[src/rtl/pm_pkg.sv]
package pm_pkg;
  typedef enum logic [1:0] {
    PS_D0   = 2'b00,
    PS_D1   = 2'b01,
    PS_D2   = 2'b10,
    PS_D3HOT = 2'b11
  } pstate_e;

  typedef enum logic [1:0] {
    TK_CFG0  = 2'b00,
    TK_CFGX  = 2'b01,
    TK_MEM   = 2'b10,
    TK_NONE  = 2'b11
  } tx_kind_e;
endpackage

[src/rtl/pm_csr.sv]
module pm_csr #(
  parameter int DATA_W = 32,
  parameter int NSR_BIT = 3
) (
  input  logic                 clk_i,
  input  logic                 rst_ni,
  input  logic                 we_i,
  input  logic [DATA_W/8-1:0]  be_i,
  input  logic [DATA_W-1:0]    wdata_i,
  output pm_pkg::pstate_e      pstate_o,
  output logic [DATA_W-1:0]    rdata_o
);
  import pm_pkg::*;

  pstate_e state_q;
  logic    legal_wr;

  assign legal_wr = we_i && be_i[0] &&
                    (wdata_i[1:0] == PS_D0 || wdata_i[1:0] == PS_D3HOT);

  always_ff @(posedge clk_i or negedge rst_ni) begin
    if (!rst_ni)       state_q <= PS_D0;
    else if (legal_wr) state_q <= pstate_e'(wdata_i[1:0]);
  end

  always_comb begin
    rdata_o          = '0;
    rdata_o[1:0]     = state_q;
    rdata_o[NSR_BIT] = 1'b1;
  end

  assign pstate_o = state_q;

  a_r2_legal_write_lands: assert property (@(posedge clk_i) disable iff (!rst_ni)
    (we_i && be_i[0] && wdata_i[1:0] == 2'b11) |=> (pstate_o == PS_D3HOT));
  a_r3_unsupported_ignored: assert property (@(posedge clk_i) disable iff (!rst_ni)
    (we_i && (wdata_i[1:0] == 2'b01 || wdata_i[1:0] == 2'b10)) |=> $stable(pstate_o));
  a_r4_lane0_required: assert property (@(posedge clk_i) disable iff (!rst_ni)
    (we_i && !be_i[0]) |=> $stable(pstate_o));
endmodule

[src/rtl/pm_xact_filter.sv]
module pm_xact_filter (
  input  pm_pkg::pstate_e  pstate_i,
  input  logic             clk_i,
  input  logic             rst_ni,
  input  logic             valid_i,
  input  logic [1:0]       kind_i,
  input  logic             region_i,
  input  logic             alt_en_i,
  output logic             accept_o,
  output logic             drop_o
);
  import pm_pkg::*;

  logic low_pwr;
  logic claim;

  assign low_pwr = (pstate_i == PS_D3HOT);

  always_comb begin
    unique case (tx_kind_e'(kind_i))
      TK_CFG0: claim = 1'b1;
      TK_CFGX: claim = !low_pwr;
      TK_MEM:  claim = region_i ? alt_en_i : !low_pwr;
      default: claim = 1'b0;
    endcase
  end

  assign accept_o = valid_i && claim;
  assign drop_o   = valid_i && !claim;

  a_r8_main_blocked: assert property (@(posedge clk_i) disable iff (!rst_ni)
    (pstate_i == PS_D3HOT && kind_i == 2'b10 && !region_i) |-> !accept_o);
  a_r7_cfg_other_blocked: assert property (@(posedge clk_i) disable iff (!rst_ni)
    (pstate_i == PS_D3HOT && kind_i == 2'b01) |-> !accept_o);
  a_r6_alt_needs_enable: assert property (@(posedge clk_i) disable iff (!rst_ni)
    (kind_i == 2'b10 && region_i && !alt_en_i) |-> !accept_o);
endmodule

[src/rtl/pm_msi_gate.sv]
module pm_msi_gate (
  input  logic             clk_i,
  input  logic             rst_ni,
  input  pm_pkg::pstate_e  pstate_i,
  input  logic             req_i,
  output logic             issue_o,
  output logic             drop_o
);
  import pm_pkg::*;

  logic on;
  assign on      = (pstate_i == PS_D0);
  assign issue_o = req_i && on;
  assign drop_o  = req_i && !on;

  a_r9_no_msi_in_d3: assert property (@(posedge clk_i) disable iff (!rst_ni)
    (pstate_i == PS_D3HOT) |-> !issue_o);
  a_r9_exclusive: assert property (@(posedge clk_i) disable iff (!rst_ni)
    $onehot0({issue_o, drop_o}));
endmodule

[src/rtl/pm_power_gate.sv]
module pm_power_gate #(
  parameter int DATA_W = 32,
  localparam int BE_W = DATA_W / 8
) (
  input  logic              clk_i,
  input  logic              rst_ni,
  input  logic              cfg_we_i,
  input  logic [BE_W-1:0]   cfg_be_i,
  input  logic [DATA_W-1:0] cfg_wdata_i,
  output logic [DATA_W-1:0] cfg_rdata_o,
  input  logic              tx_valid_i,
  input  logic [1:0]        tx_kind_i,
  input  logic              tx_region_i,
  input  logic              alt_en_i,
  output logic              tx_accept_o,
  output logic              tx_drop_o,
  input  logic              msi_req_i,
  output logic              msi_issue_o,
  output logic              msi_drop_o
);
  import pm_pkg::*;

  pstate_e pstate;

  pm_csr #(.DATA_W(DATA_W), .NSR_BIT(3)) u_csr (
    .clk_i    (clk_i),
    .rst_ni   (rst_ni),
    .we_i     (cfg_we_i),
    .be_i     (cfg_be_i),
    .wdata_i  (cfg_wdata_i),
    .pstate_o (pstate),
    .rdata_o  (cfg_rdata_o)
  );

  pm_xact_filter u_filt (
    .pstate_i (pstate),
    .clk_i    (clk_i),
    .rst_ni   (rst_ni),
    .valid_i  (tx_valid_i),
    .kind_i   (tx_kind_i),
    .region_i (tx_region_i),
    .alt_en_i (alt_en_i),
    .accept_o (tx_accept_o),
    .drop_o   (tx_drop_o)
  );

  pm_msi_gate u_msi (
    .clk_i    (clk_i),
    .rst_ni   (rst_ni),
    .pstate_i (pstate),
    .req_i    (msi_req_i),
    .issue_o  (msi_issue_o),
    .drop_o   (msi_drop_o)
  );

  a_r10_old_state_same_cycle: assert property (@(posedge clk_i) disable iff (!rst_ni)
    (cfg_we_i && cfg_be_i[0] && cfg_wdata_i[1:0] == 2'b11 && pstate == PS_D0 && msi_req_i)
      |-> msi_issue_o);
  a_r5_nsr_set: assert property (@(posedge clk_i) disable iff (!rst_ni)
    cfg_rdata_o[3] && cfg_rdata_o[DATA_W-1:4] == '0 && !cfg_rdata_o[2]);
endmodule

[config.mk]
export PLATFORM = sky130hd
export DESIGN_NAME = pm_power_gate
export DESIGN_NICKNAME = d
export VERILOG_FILES = /design/src/rtl/pm_pkg.sv /design/src/rtl/pm_csr.sv /design/src/rtl/pm_xact_filter.sv /design/src/rtl/pm_msi_gate.sv /design/src/rtl/pm_power_gate.sv
export SDC_FILE = /design/constraint.sdc
export NUM_CORES = 1
export LEC_CHECK = 0
export ABC_AREA = 1
export BUFFER_PORTS_ARGS = -buffer_cell sky130_fd_sc_hd__buf_2
export CAP_MARGIN = 20
export CORE_MARGIN = 2
export CORE_UTILIZATION = 25
export CTS_CLUSTER_SIZE = 12
export DETAILED_ROUTE_END_ITERATION = 8
export HOLD_SLACK_MARGIN = 0.1
export PLACE_DENSITY_LB_ADDON = 0.05
export SYNTH_ARGS = -nofsm -noshare
export SYNTH_HDL_FRONTEND = slang
export SYNTH_SLANG_ARGS = --single-unit
[constraint.sdc]
create_clock -name clk_i -period 1.7 [get_ports clk_i]
set_input_delay 0.255 -clock clk_i [delete_from_list [all_inputs] [get_ports clk_i]]
set_output_delay 0.255 -clock clk_i [all_outputs]
set_load 0.005 [all_outputs]
==> qor.txt <==
I/O pin count -> 81
Vias/cell -> 3.305
Clock group share of total power -> 0.416
Clk slew on worst S/H paths -> 0.03 ns
CP arrival -> 1.02 ns
Die ar. -> 1904 µm²
RR Startpoint -> u_csr.pstate_o[0]
Pre-antenna DRT Iters -> 4
# DRC -> 0
Mapped Area -> 392.9 µm²
Critical path endpoint -> tx_accept_o
Via Count -> 314
Fin. Hold Viols -> 0
Initial antenna violation count -> 0
Maxcap violations -> 0
CTS Root Cell -> clkbuf_4
Hold WC Path Type -> input port to flip-flop
Startpoint Class -> flip-flop
Routability Congestion -> 0.6070
Design Area, Final -> 410.4 µm²
Asr flop ratio synth -> 1.000
Port Buffers -> 17
Die extent in y -> 43.64 µm
Critical Path RT -> 1.44 ns
Total wire length -> 595 µm
Tcrit/Tclk final -> 0.7487
Largest net degree at the start of global routing -> 6
Worst Skew -> 0 ns
Cell type with the largest total area after synthesis -> buf_4
Hold_sp -> cfg_wdata_i[1]
H-tree levels -> 1
Cell variety after synth -> 12
Top_reg_cell synth -> dfrtp_1
#FFs+latches synth -> 2
R2R Path End -> u_csr.pstate_o[0]
GRT overflow -> 0
Most frequent cell after synthesis -> buf_4
Worst Path Max Fanout -> 5
RSZ-0062 raised after global routing -> false
Fin. max-slew vios -> 0
Part of the power in registers -> 0.266
Max reg flops -> 2
Synthesis-to-layout area growth -> 4.459%
Gate power share -> 0.318
Top cells by area, synth -> buf_4, dfrtp_1, nand2_1
Starting Density -> 0.2639
Layout cells sized above 1 -> 0.2658
Worst reg-to-reg setup slack -> 1.03 ns
Power Density -> 606.1 nW/µm²
CP startpoint -> u_csr.pstate_o[0]
# rows -> 14
Antenna Cells -> 0
Lkg Pwr -> 0.2881 nW
Crit Path Class -> flip-flop to output port
Sw Share -> 0.3277
Ys Warns -> 0
Routed length per instance -> 6.263 µm
Crit. End Element -> output port
Vias in the first global route -> 218
Final core utilization -> 0.2756
Setup_tns -> 0 ns
R2r worst-path depth -> 2
EDFF count, synth -> 0
Tmin final -> 1.273 ns
Maximum vdd drop -> 0.2088 mV
Setup Fix Bufs, Post-CTS -> 0
Synth cell count leaders -> buf_4, nand2_1, inv_1
Internal -> 0.1672 mW
CTS Buffer Depth -> 2
Dpl hpwl -> 507.1 µm
Psw -> 0.08150 mW
CTS tree -> built
Seq/Total Area, Yosys -> 0.1274
Chip width -> 43.64 µm
Post-synth top area share -> 0.5732
Placed inst area -> 377.9 µm²
Routed Antenna Nets -> 0
Overall Global Routing Usage -> 0.05957
Cells after Synth -> 60
Num CTS Buffers -> 3
Sink Count -> 2
Outcome -> complete, no violations
Max Fclk -> 785.7 MHz
Std-Cell Core Area -> 1489 µm²
Power Total -> 0.2487 mW
Syn Area/Cell -> 6.548 µm²
First-pass GRT wire length -> 779 µm
Worst skew pair latency -> 0.22 ns
Setup-failing EPs final -> 0
Final net count -> 126
DR iter-0 viols -> 7
routing by layer:
metal / vias to the layer above / share of wire / global-route usage
li1: 157 / - / -
met1: 129 / 0.34 / 0.05063
met2: 28 / 0.48 / 0.09412
met3: 0 / 0.18 / 0.02500
met4: 0 / 0 / 0.07273
met5: - / 0 / 0
per-stage QoR:
stage                     setup slack [ns]  cells  hold slack, ns
after floorplan                     0.7675     88        -0.04059
after global placement              0.6165     91         0.04301
after detailed placement            0.6495     91         0.04348
after CTS                           0.4005     95          0.3230
after global routing                0.3372     95          0.3466
final                               0.4272     95          0.3342
cell usage in the layout (no fill, tap or decap), drive strengths merged:
master / n
nand3b: 1
inv: 5
buf: 17
conb: 30
nand2: 13
clkbuf: 3
o21ai: 1
nor3: 1
dfrtp: 2
dlygate4sd3: 1
a21oi: 1
nor2: 3
nand4: 1
critical path, stage by stage (launching register included):
cell and delay (ns):
dfrtp_1 0.41, nand2_1 0.08, nand2_1 0.06, a21oi_1 0.12
buf_2 0.12
how the worst min path moves through the flow:
stage,end,slack (ns),depth (start not counted)
global placement,u_csr.pstate_o[0],0.04,1
global route,u_csr.pstate_o[1],0.35,2
CTS,u_csr.pstate_o[1],0.32,3
floorplan,u_csr.pstate_o[0],-0.04,0
detailed placement,u_csr.pstate_o[0],0.04,1
finish,u_csr.pstate_o[1],0.33,3
layout make-up:
cell class              count  area [µm²]
fillers                   179        1079
multi-input cells          51       203.9
repair buffers             18       95.09
flip-flops and latches      2       50.05
clock buffers               3       22.52
well taps                  16       20.02
inverters                   5       18.77
cell families after synthesis:
logic type             share of synthesized area
AO/OA/AOI/OAI                            0.02545
buffers and inverters                     0.6210
flip-flops                                0.1274
other                                    0.01912
AND/OR/NAND/NOR                           0.2070
what timing repair did:
| action | 4_1_cts | 5_1_grt |
|---|---|---|
| endpoints found under the hold margin | 2 | 0 |
| hold buffers | 1 | 0 |
| resized for setup | 0 | 0 |
power by group through the flow:
stage	registers, mW	clock network (mW)	logic, mW
floorplan	0.0652	0	0.0914
CTS	0.0670	0.112	0.0787
global route	0.0694	0.110	0.0913
finish	0.0662	0.103	0.0791
global placement	0.0666	0	0.0792
detailed placement	0.0673	0	0.0767
Power figures use the tool's default switching activity.
